## src/rtl/adc_seq_pkg.sv

```systemverilog
package adc_seq_pkg;

  typedef enum logic [2:0] {
    ST_OP_RD,
    ST_OP_WT,
    ST_AD_RD,
    ST_AD_WT,
    ST_DA_RD,
    ST_DA_WT,
    ST_EXEC
  } seqState_t;

  typedef struct packed {
    logic memRead;
    logic useMar;
    logic pcInc;
    logic shiftAddr;
    logic loadMar;
    logic loadMdr;
    logic exec;
  } ctrlStrobe_t;

  localparam int FLAG_C = 0;
  localparam int FLAG_Z = 1;
  localparam int FLAG_N = 2;
  localparam int FLAG_V = 3;
  localparam int FLAG_W = 4;

endpackage

```

## src/rtl/adc_seq_alu.sv

```systemverilog
module adc_seq_alu #(
  parameter int DATA_W = 8
) (
  input  logic [DATA_W-1:0] opA,
  input  logic [DATA_W-1:0] opB,
  input  logic              carryIn,
  output logic [DATA_W-1:0] sum,
  output logic              carryOut,
  output logic              overflow
);

  logic [DATA_W:0] chain;

  always_comb begin
    chain[0] = carryIn;
    for (int i = 0; i < DATA_W; i++) begin
      sum[i]       = opA[i] ^ opB[i] ^ chain[i];
      chain[i + 1] = (opA[i] & opB[i]) | (chain[i] & (opA[i] ^ opB[i]));
    end
  end

  assign carryOut = chain[DATA_W];
  assign overflow = chain[DATA_W] ^ chain[DATA_W - 1];

endmodule

```

## src/rtl/adc_seq_ctrl.sv

```systemverilog
module adc_seq_ctrl
  import adc_seq_pkg::*;
#(
  parameter int ADDR_BYTES = 2
) (
  input  logic        clk,
  input  logic        rst,
  input  logic        opIsAdc,
  output ctrlStrobe_t strobe,
  output logic        done
);

  localparam int CNT_W = (ADDR_BYTES > 1) ? $clog2(ADDR_BYTES) : 1;
  localparam logic [CNT_W-1:0] LAST_BYTE = CNT_W'(ADDR_BYTES - 1);

  seqState_t state, nextState;
  logic [CNT_W-1:0] byteCnt;
  logic lastByte;

  assign lastByte = (byteCnt == LAST_BYTE);

  always_ff @(posedge clk) begin
    if (rst) begin
      state   <= ST_OP_RD;
      byteCnt <= '0;
    end else begin
      state <= nextState;
      if (state == ST_AD_WT) begin
        byteCnt <= lastByte ? '0 : byteCnt + 1'b1;
      end
    end
  end

  always_comb begin
    nextState = state;
    case (state)
      ST_OP_RD: nextState = ST_OP_WT;
      ST_OP_WT: nextState = opIsAdc ? ST_AD_RD : ST_OP_RD;
      ST_AD_RD: nextState = ST_AD_WT;
      ST_AD_WT: nextState = lastByte ? ST_DA_RD : ST_AD_RD;
      ST_DA_RD: nextState = ST_DA_WT;
      ST_DA_WT: nextState = ST_EXEC;
      ST_EXEC:  nextState = ST_OP_RD;
      default:  nextState = ST_OP_RD;
    endcase
  end

  always_comb begin
    strobe.memRead   = (state == ST_OP_RD) || (state == ST_AD_RD) || (state == ST_DA_RD);
    strobe.useMar    = (state == ST_DA_RD);
    strobe.pcInc     = (state == ST_OP_RD) || (state == ST_AD_RD);
    strobe.shiftAddr = (state == ST_AD_WT);
    strobe.loadMar   = (state == ST_AD_WT) && lastByte;
    strobe.loadMdr   = (state == ST_DA_WT);
    strobe.exec      = (state == ST_EXEC);
  end

  assign done = (state == ST_EXEC);

endmodule

```

## src/rtl/adc_seq_datapath.sv

```systemverilog
module adc_seq_datapath
  import adc_seq_pkg::*;
#(
  parameter int               DATA_W = 8,
  parameter int               ADDR_W = 16,
  parameter logic [DATA_W-1:0] ADC_OP = 8'h5B
) (
  input  logic              clk,
  input  logic              rst,
  input  logic [ADDR_W-1:0] rstVector,
  input  ctrlStrobe_t       strobe,
  input  logic [DATA_W-1:0] memRdata,
  output logic [ADDR_W-1:0] memAddr,
  output logic              memRd,
  output logic              opIsAdc,
  output logic [DATA_W-1:0] acc,
  output logic [FLAG_W-1:0] flags
);

  logic [ADDR_W-1:0] pcReg;
  logic [ADDR_W-1:0] marReg;
  logic [ADDR_W-1:0] addrAsm;
  logic [ADDR_W-1:0] addrShifted;
  logic [DATA_W-1:0] mdrReg;
  logic [DATA_W-1:0] accReg;
  logic [FLAG_W-1:0] flagReg;
  logic [DATA_W-1:0] aluSum;
  logic              aluCarry;
  logic              aluOvf;

  assign addrShifted = {memRdata, addrAsm[ADDR_W-1:DATA_W]};
  assign opIsAdc     = (memRdata == ADC_OP);
  assign memAddr     = strobe.useMar ? marReg : pcReg;
  assign memRd       = strobe.memRead;

  adc_seq_alu #(.DATA_W(DATA_W)) u_alu (
    .opA      (accReg),
    .opB      (mdrReg),
    .carryIn  (flagReg[FLAG_C]),
    .sum      (aluSum),
    .carryOut (aluCarry),
    .overflow (aluOvf)
  );

  always_ff @(posedge clk) begin
    if (rst) begin
      pcReg   <= rstVector;
      marReg  <= '0;
      addrAsm <= '0;
      mdrReg  <= '0;
      accReg  <= '0;
      flagReg <= '0;
    end else begin
      if (strobe.pcInc)     pcReg   <= pcReg + 1'b1;
      if (strobe.shiftAddr) addrAsm <= addrShifted;
      if (strobe.loadMar)   marReg  <= addrShifted;
      if (strobe.loadMdr)   mdrReg  <= memRdata;
      if (strobe.exec) begin
        accReg          <= aluSum;
        flagReg[FLAG_C] <= aluCarry;
        flagReg[FLAG_Z] <= (aluSum == '0);
        flagReg[FLAG_N] <= aluSum[DATA_W-1];
        flagReg[FLAG_V] <= aluOvf;
      end
    end
  end

  assign acc   = accReg;
  assign flags = flagReg;

endmodule

```

## src/rtl/adc_abs_seq.sv

```systemverilog
module adc_abs_seq
  import adc_seq_pkg::*;
#(
  parameter int               DATA_W = 8,
  parameter int               ADDR_W = 16,
  parameter logic [DATA_W-1:0] ADC_OP = 8'h5B
) (
  input  logic              clk,
  input  logic              rst,
  input  logic [ADDR_W-1:0] rstVector,
  input  logic [DATA_W-1:0] memRdata,
  output logic [ADDR_W-1:0] memAddr,
  output logic              memRd,
  output logic [DATA_W-1:0] acc,
  output logic [FLAG_W-1:0] flags,
  output logic              done
);

  localparam int ADDR_BYTES = ADDR_W / DATA_W;

  ctrlStrobe_t strobe;
  logic        opIsAdc;

  adc_seq_ctrl #(.ADDR_BYTES(ADDR_BYTES)) u_ctrl (
    .clk     (clk),
    .rst     (rst),
    .opIsAdc (opIsAdc),
    .strobe  (strobe),
    .done    (done)
  );

  adc_seq_datapath #(
    .DATA_W (DATA_W),
    .ADDR_W (ADDR_W),
    .ADC_OP (ADC_OP)
  ) u_dp (
    .clk       (clk),
    .rst       (rst),
    .rstVector (rstVector),
    .strobe    (strobe),
    .memRdata  (memRdata),
    .memAddr   (memAddr),
    .memRd     (memRd),
    .opIsAdc   (opIsAdc),
    .acc       (acc),
    .flags     (flags)
  );

endmodule

```

## config.mk

```make
export PLATFORM = sky130hd
export DESIGN_NAME = adc_abs_seq
export DESIGN_NICKNAME = d
export VERILOG_FILES = /design/src/rtl/adc_seq_pkg.sv /design/src/rtl/adc_seq_alu.sv /design/src/rtl/adc_seq_ctrl.sv /design/src/rtl/adc_seq_datapath.sv /design/src/rtl/adc_abs_seq.sv
export SDC_FILE = /design/constraint.sdc
export NUM_CORES = 1
export LEC_CHECK = 0
export ABC_CLOCK_PERIOD_IN_PS = 9970
export BUFFER_PORTS_ARGS = -buffer_cell sky130_fd_sc_hd__buf_2
export CORE_MARGIN = 4
export CORE_UTILIZATION = 60
export DETAILED_ROUTE_END_ITERATION = 12
export PLACE_DENSITY_LB_ADDON = 0.12
export REMOVE_ABC_BUFFERS = 1
export SETUP_SLACK_MARGIN = 0.05
export SLEW_MARGIN = 20
export SYNTH_ARGS = -nofsm -noshare
export SYNTH_HDL_FRONTEND = slang
export SYNTH_HIERARCHICAL = 1
export SYNTH_SLANG_ARGS = --single-unit
```

## constraint.sdc

```tcl
create_clock -name clk -period 9.97 [get_ports clk]
set_clock_uncertainty 0.05 [all_clocks]
set_input_delay 0.997 -clock clk [delete_from_list [all_inputs] [get_ports clk]]
set_output_delay 0.997 -clock clk [all_outputs]
set_load 0.01 [all_outputs]
```

=== Word-level counts from Yosys, hierarchy flattened ===
Index checks and enable logic that the tools add are counted.
W data, S select, Z words.

* Register bits: 72
* Bits in latches: 0
* Bits in writable memories: 0
* Memory bits (read-only): 0
* Bits of input ports: 26
* Output and inout port bits: 30
* Logic and storage cells: 71
* Memories: 0

* $add $sub $neg: 2
* $mul: 0
* Divide/modulo/power cells: 0
* $lt $le $gt $ge: 0
* Equal/unequal tests: 7
* Shifts and indexed selects: 0
* Multiplexer cells: 7
* Bitwise gates (word level): 41
* Reduce and logical (&&, ||, !) cells: 6

{| class="wikitable"
|+ Operators with widths
! cell !! count
|-
| $mux W16 || 3
|-
| $pmux W3 S6 || 1
|-
| $xor A1 B1 Y1 || 17
|-
| $add A16 B1 Y16 const B || 1
|-
| $and A1 B1 Y1 || 16
|-
| $eq A3 B3 Y1 const B || 3
|-
| $eq A8 B7 Y1 const B || 1
|-
| $logic_not A8 Y1 || 1
|-
| $or A1 B1 Y1 || 8
|-
| $eq A3 B2 Y1 const B || 2
|-
| $eq A3 B1 Y1 const B || 1
|-
| $logic_not A3 Y1 || 1
|-
| $mux W3 || 1
|-
| $logic_or A1 B1 Y1 || 2
|-
| $mux W2 || 1
|-
| $reduce_bool A2 Y1 || 1
|-
| $add A1 B1 Y1 const B || 1
|-
| $logic_and A1 B1 Y1 || 1
|-
| $mux W1 || 1
|}

=== Logic depth before layout (Yosys ltp) ===
* Word-level depth: 18
* Gate-level depth with buffers: 15
* Mapped depth without buffers: 15

=== By module ===
Netlist, hierarchy kept.

{| class="wikitable"
|+ Modules (own cells, without submodules)
! module !! times used !! cells each !! area an instance (um^2) !! sequential area each (um^2)
|-
| adc_seq_datapath || 1 || 274 || 2787.7 || 1341.3
|-
| adc_seq_alu || 1 || 19 || 206.4 || 0.0
|-
| adc_seq_ctrl || 1 || 24 || 186.4 || 80.1
|}

=== Least setup slack after synthesis ===
No wires, ideal clock.

* Path kind: register -> register
* From: register u_dp.accReg[0] (netlist: u_dp/acc[0])
* To: register u_dp.flagReg[1] (netlist: u_dp/flags[1])
* Setup time: 0.131 ns
* Arrival: 3.623 ns
* Data required time: 9.789 ns
* Slack: 6.165 ns
* Cell stages (with the launch flop): 16
* Path buffers: 0
* Path through: dfxtp_1 -> fa_1 -> inv_1 -> fa_1 -> inv_1 -> fa_1 -> fa_1 -> fa_1 -> fa_1 -> fa_1 -> inv_1 -> fa_1 -> inv_1 -> nor4_1 -> nand3_1 -> a21oi_1

* Word-level cells in the longest chain between the ends: 17
* Elaborated cells on any way between the ends: 25
* Classes of those cells: bitwise (24); reduce/logical (1)

{| class="wikitable"
|+ Ends and longest elaborated chain
! what !! RTL line !! text
|-
| start, declared || adc_seq_datapath.sv:25 || <nowiki>logic [DATA_W-1:0] accReg;</nowiki>
|-
| start signal, assigned || adc_seq_datapath.sv:59 || <nowiki>accReg <= aluSum;</nowiki>
|-
| $xor A1 B1 Y1 || adc_seq_alu.sv:18 || <nowiki>chain[i + 1] = (opA[i] & opB[i]) | (chain[i] & (opA[i] ^ opB[i]));</nowiki>
|-
| $and A1 B1 Y1 || adc_seq_alu.sv:18 ||
|-
| $or A1 B1 Y1 (*) || adc_seq_alu.sv:18 ||
|-
| $and A1 B1 Y1 (*) || adc_seq_alu.sv:18 ||
|-
| $or A1 B1 Y1 (*) || adc_seq_alu.sv:18 ||
|-
| $and A1 B1 Y1 (*) || adc_seq_alu.sv:18 ||
|-
| $or A1 B1 Y1 (*) || adc_seq_alu.sv:18 ||
|-
| $and A1 B1 Y1 (*) || adc_seq_alu.sv:18 ||
|-
| (+2 left out) || -- ||
|-
| $or A1 B1 Y1 (*) || adc_seq_alu.sv:18 ||
|-
| $and A1 B1 Y1 (*) || adc_seq_alu.sv:18 ||
|-
| $or A1 B1 Y1 (*) || adc_seq_alu.sv:18 ||
|-
| $and A1 B1 Y1 (*) || adc_seq_alu.sv:18 ||
|-
| $or A1 B1 Y1 (*) || adc_seq_alu.sv:18 ||
|-
| $xor A1 B1 Y1 (*) || adc_seq_alu.sv:17 || <nowiki>sum[i] = opA[i] ^ opB[i] ^ chain[i];</nowiki>
|-
| named net u_dp.aluSum[7] || adc_seq_datapath.sv:27 || <nowiki>logic [DATA_W-1:0] aluSum;</nowiki>
|-
| $logic_not A8 Y1 (*) || adc_seq_datapath.sv:61 || <nowiki>flagReg[FLAG_Z] <= (aluSum == '0);</nowiki>
|-
| end signal, assigned by index || adc_seq_datapath.sv:61 ||
|-
| end signal, assigned by index || adc_seq_datapath.sv:62 || <nowiki>flagReg[FLAG_N] <= aluSum[DATA_W-1];</nowiki>
|-
| end signal, assigned by index || adc_seq_datapath.sv:63 || <nowiki>flagReg[FLAG_V] <= aluOvf;</nowiki>
|-
| end, declared || adc_seq_datapath.sv:26 || <nowiki>logic [FLAG_W-1:0] flagReg;</nowiki>
|}

The timed path passes the listed nets; every way through them passes the cells marked *.
A chain may end at the register's enable or synchronous reset.

=== Worst setup path after layout ===
Ends and elaborated chain as after synthesis.

==> flow_summary.ini <==
[floorplanning]
boundaryPins = 56
core-area_mm2 = 0.00511
chipWidth_um = 80.8
num_rows = 26
floorplan.die.height_um = 80.8
initial_utilization_pct = 62.3
die_area_mm2 = 0.00653

[clock_tree]
post_cts_resized = 0
cts_setup_buffers = 0
cts_made_buffers = 9
cts_tree = built
cts.htree.levels = 3
clk_pin_slew_ns = 0.07
clock_latency_ns = 0.34
hold_buffers = 0
cts_root_buf = clkbuf_8
clk_path_buf_depth = 2
clock-sinks = 63

[synthesis]
ys_types = 44
syn_inst = 317
syn_area_per_cell_um2 = 10.0
synth-async-reset-ratio_pct = 0
synth_edf_count = 16
synthTopCellsByArea = dfxtp_1, edfxtp_1, mux2i_1
synth_area_mm2 = 0.00318
yosysTopAreaCell = dfxtp_1
yosys.area.top_type_share_pct = 29.6
seq_area_frac_synth_pct = 44.7
yosys_most_used_dff = dfxtp_1
yosys_warnings = 6
synth-seq-cells = 63

[finish]
final_cells = 438
nNetsFinal = 398
drive_gt1_share_pct = 26.4
antenna_cells = 0
fill_cells = 420
syn_to_final_growth_pct = 14.6

[global_routing]
antenna_found_initial = 0
track_usage_pct = 22.4
grt_use_met1_pct = 31.5
grt_overflow = 0
global_route.usage.met2_pct = 33.2
busiest_layer = met2
grt_max_degree = 76
grt_pass1_vias = 2267
met3_usage_pct = 3.77
grt_pass1_wl_um = 11200

[drt]
dr.pass1.iters = 4
wl_per_cell_um = 15.4
route.detailed.drc = 0
vias = 2447
vias_per_cell = 5.59
initialDrtViolationCount = 188
drt.antenna.violating_nets = 0
drt-total-wl_um = 6730

[critical_path]
critPathRequiredTime_ns = 10.18
crit_family = adder cells
timing.rr.start = u_dp/acc[0]
cp_common_cell = fa_1
start_kind = flop
cp.arrival_ns = 4.33
r2r_setup_slack_ns = 5.86
critPathBufInv = 4
cp_cell_sequence = fa_1, inv_1, fa_1, inv_1, fa_1, fa_1, fa_1, fa_1, fa_1, inv_1, fa_1, inv_1, nor4_1, nand3_1, a21oi_1
rr_endpoint = u_dp/flags[1]
reg2regPathDepth = 15
cp_slowest_cell = fa_1
crit_type = reg -> reg
cp_max_fo = 3
crit_path_end_kind = flop
slowest_delay_ns = 0.41

[sta]
fin_crit_sh_pct = 41.3
rsz0062_at_grt = no
fmaxAchievable_ghz = 0.243
slew-limit-headroom_pct = 42.4
holdWs_ns = 0.439
finalSetupTns_ns = 0
period_minus_slack_ns = 4.11
maxSlewViolCount = 0
worst_pin_slew_ns = 0.861
final_hold_viol_count = 0
finalSetupViolCount = 0

[pwr]
ir_worst_vdd_mv = 0.115
p_leak_uw = 0.00141
p_per_area_mw_per_mm2 = 156

[placement]
portBuffers = 55
gp_congestion = 0.763
place_hpwl_um = 4550
placed_cells = 422

[worst_hold_path]
min_to = u_dp/marReg[0]
hold_path_startpoint = u_dp/marReg[0]
hold_depth = 2
hold_path.class = reg -> reg

[flow_run]
drv_cap = 0

[run_status]
status = complete, no violations
flip-flops by register name, summed over array words and instances (netlist names):
name and count:
u_dp/acc 7, u_dp/flags 4, u_dp/addrAsm 8, u_ctrl/state 3
u_dp/mdrReg 8, u_dp/pcReg 16, u_dp/marReg 16, u_ctrl/byteCnt 1
how the worst max path moves through the flow:
stage                            from             to  cells after the start
after floorplan           u_dp/acc[0]  u_dp/flags[1]                     15
after global placement    u_dp/acc[0]  u_dp/flags[1]                     15
after detailed placement  u_dp/acc[0]  u_dp/flags[1]                     15
after CTS                 u_dp/acc[0]  u_dp/flags[1]                     15
after global routing      u_dp/acc[0]  u_dp/flags[1]                     15
final                     u_dp/acc[0]  u_dp/flags[1]                     15
routing by layer:
metal | wire [um] | vias up
li1 | - | 1198
met3 | 342 | 14
met1 | 3120 | 1161
met2 | 3130 | 74
met5 | 0 | -
met4 | 144 | 0
tightest hold or removal path, delay by kind of cell (launching register included):
kind	cells	cell delay (ns)
AND/OR/NAND/NOR	1	0.07
flip-flops	1	0.32
multiplexers	1	0.06
layout make-up:
type | instances | area (um2) | share of cell area [%]
sequential | 63 | 1420 | 39.0
tap | 70 | 87.6 | 2.40
inverter | 16 | 60.1 | 1.65
timing repair buffer | 57 | 290 | 7.96
clock buffer | 14 | 194 | 5.32
clock inverter | 2 | 10.0 | 0.275
multi-input combinational | 216 | 1580 | 43.4
metrics by stage:
step | area (um2) | setup WS, ns | power [uW] | utilization (%)
after floorplan | 3060 | 6.19 | 323 | -
after global placement | 3440 | 6.06 | 351 | 67.4
after detailed placement | 3440 | 5.97 | 352 | 67.4
after CTS | 3640 | 5.91 | 571 | 71.4
after global routing | 3640 | 5.68 | 591 | 71.4
final | 3640 | 5.86 | 567 | 71.4
synth_stat cells (2+ instances only):
cell type and number:
o41ai_1 3, nor2b_1 4, inv_1 15, o21ai_0 10, or4_1 5, o211ai_1 3
nand4_1 3, clkbuf_1 11, o31ai_1 2, fa_1 8, buf_2 4, or2_2 4
a21oi_1 5, a221o_1 2, nor2_1 55, or3_1 4, mux2i_1 42, and3_2 2
nor4_1 4, buf_6 2, nand3_1 5, a31oi_1 5, dfxtp_1 47, nand2b_1 2
buf_4 4, edfxtp_1 16, nand2_1 17, mux2_2 14, xnor2_1 4
kinds of logic after synthesis:
kind of cell               Yosys count  share of synthesized area [%]
and+or+nand+nor                    113                           17.8
DFF                                 63                           44.7
muxes                               56                           18.2
buffers and inverters               38                           5.59
AOI/OAI and AO/OA                   33                           6.96
adders and majority gates            9                           5.43
xor gates and xnor gates             5                           1.38
cells in the final DEF (no fill, tap or decap), types with 2 or more instances in the layout:
master	netlist	routed
nor2b_1	4	4
nand3_1	5	5
buf_4	4	2
nand2_1	17	17
inv_1	15	15
o41ai_1	3	3
o21ai_0	10	10
nor2_1	55	55
a221o_1	2	2
clkbuf_8	0	12
nand4_1	3	3
nand2b_1	2	2
or4_1	5	5
o211ai_1	3	3
clkinv_2	0	2
mux2i_1	42	42
buf_2	4	55
xnor2_1	4	4
a31oi_1	5	5
dfxtp_1	47	47
a21oi_1	5	5
edfxtp_1	16	16
nor4_1	4	4
and3_2	2	2
o31ai_1	2	2
mux2_2	14	14
or3_1	4	4
or2_2	4	4
fa_1	8	8
where the power goes:
group	internal (uW)	total, uW	switching [uW]
registers	273	287	13.2
logic	27.0	60.3	33.3
clock network	125	220	95.3
(Power assumes the default switching activity.)
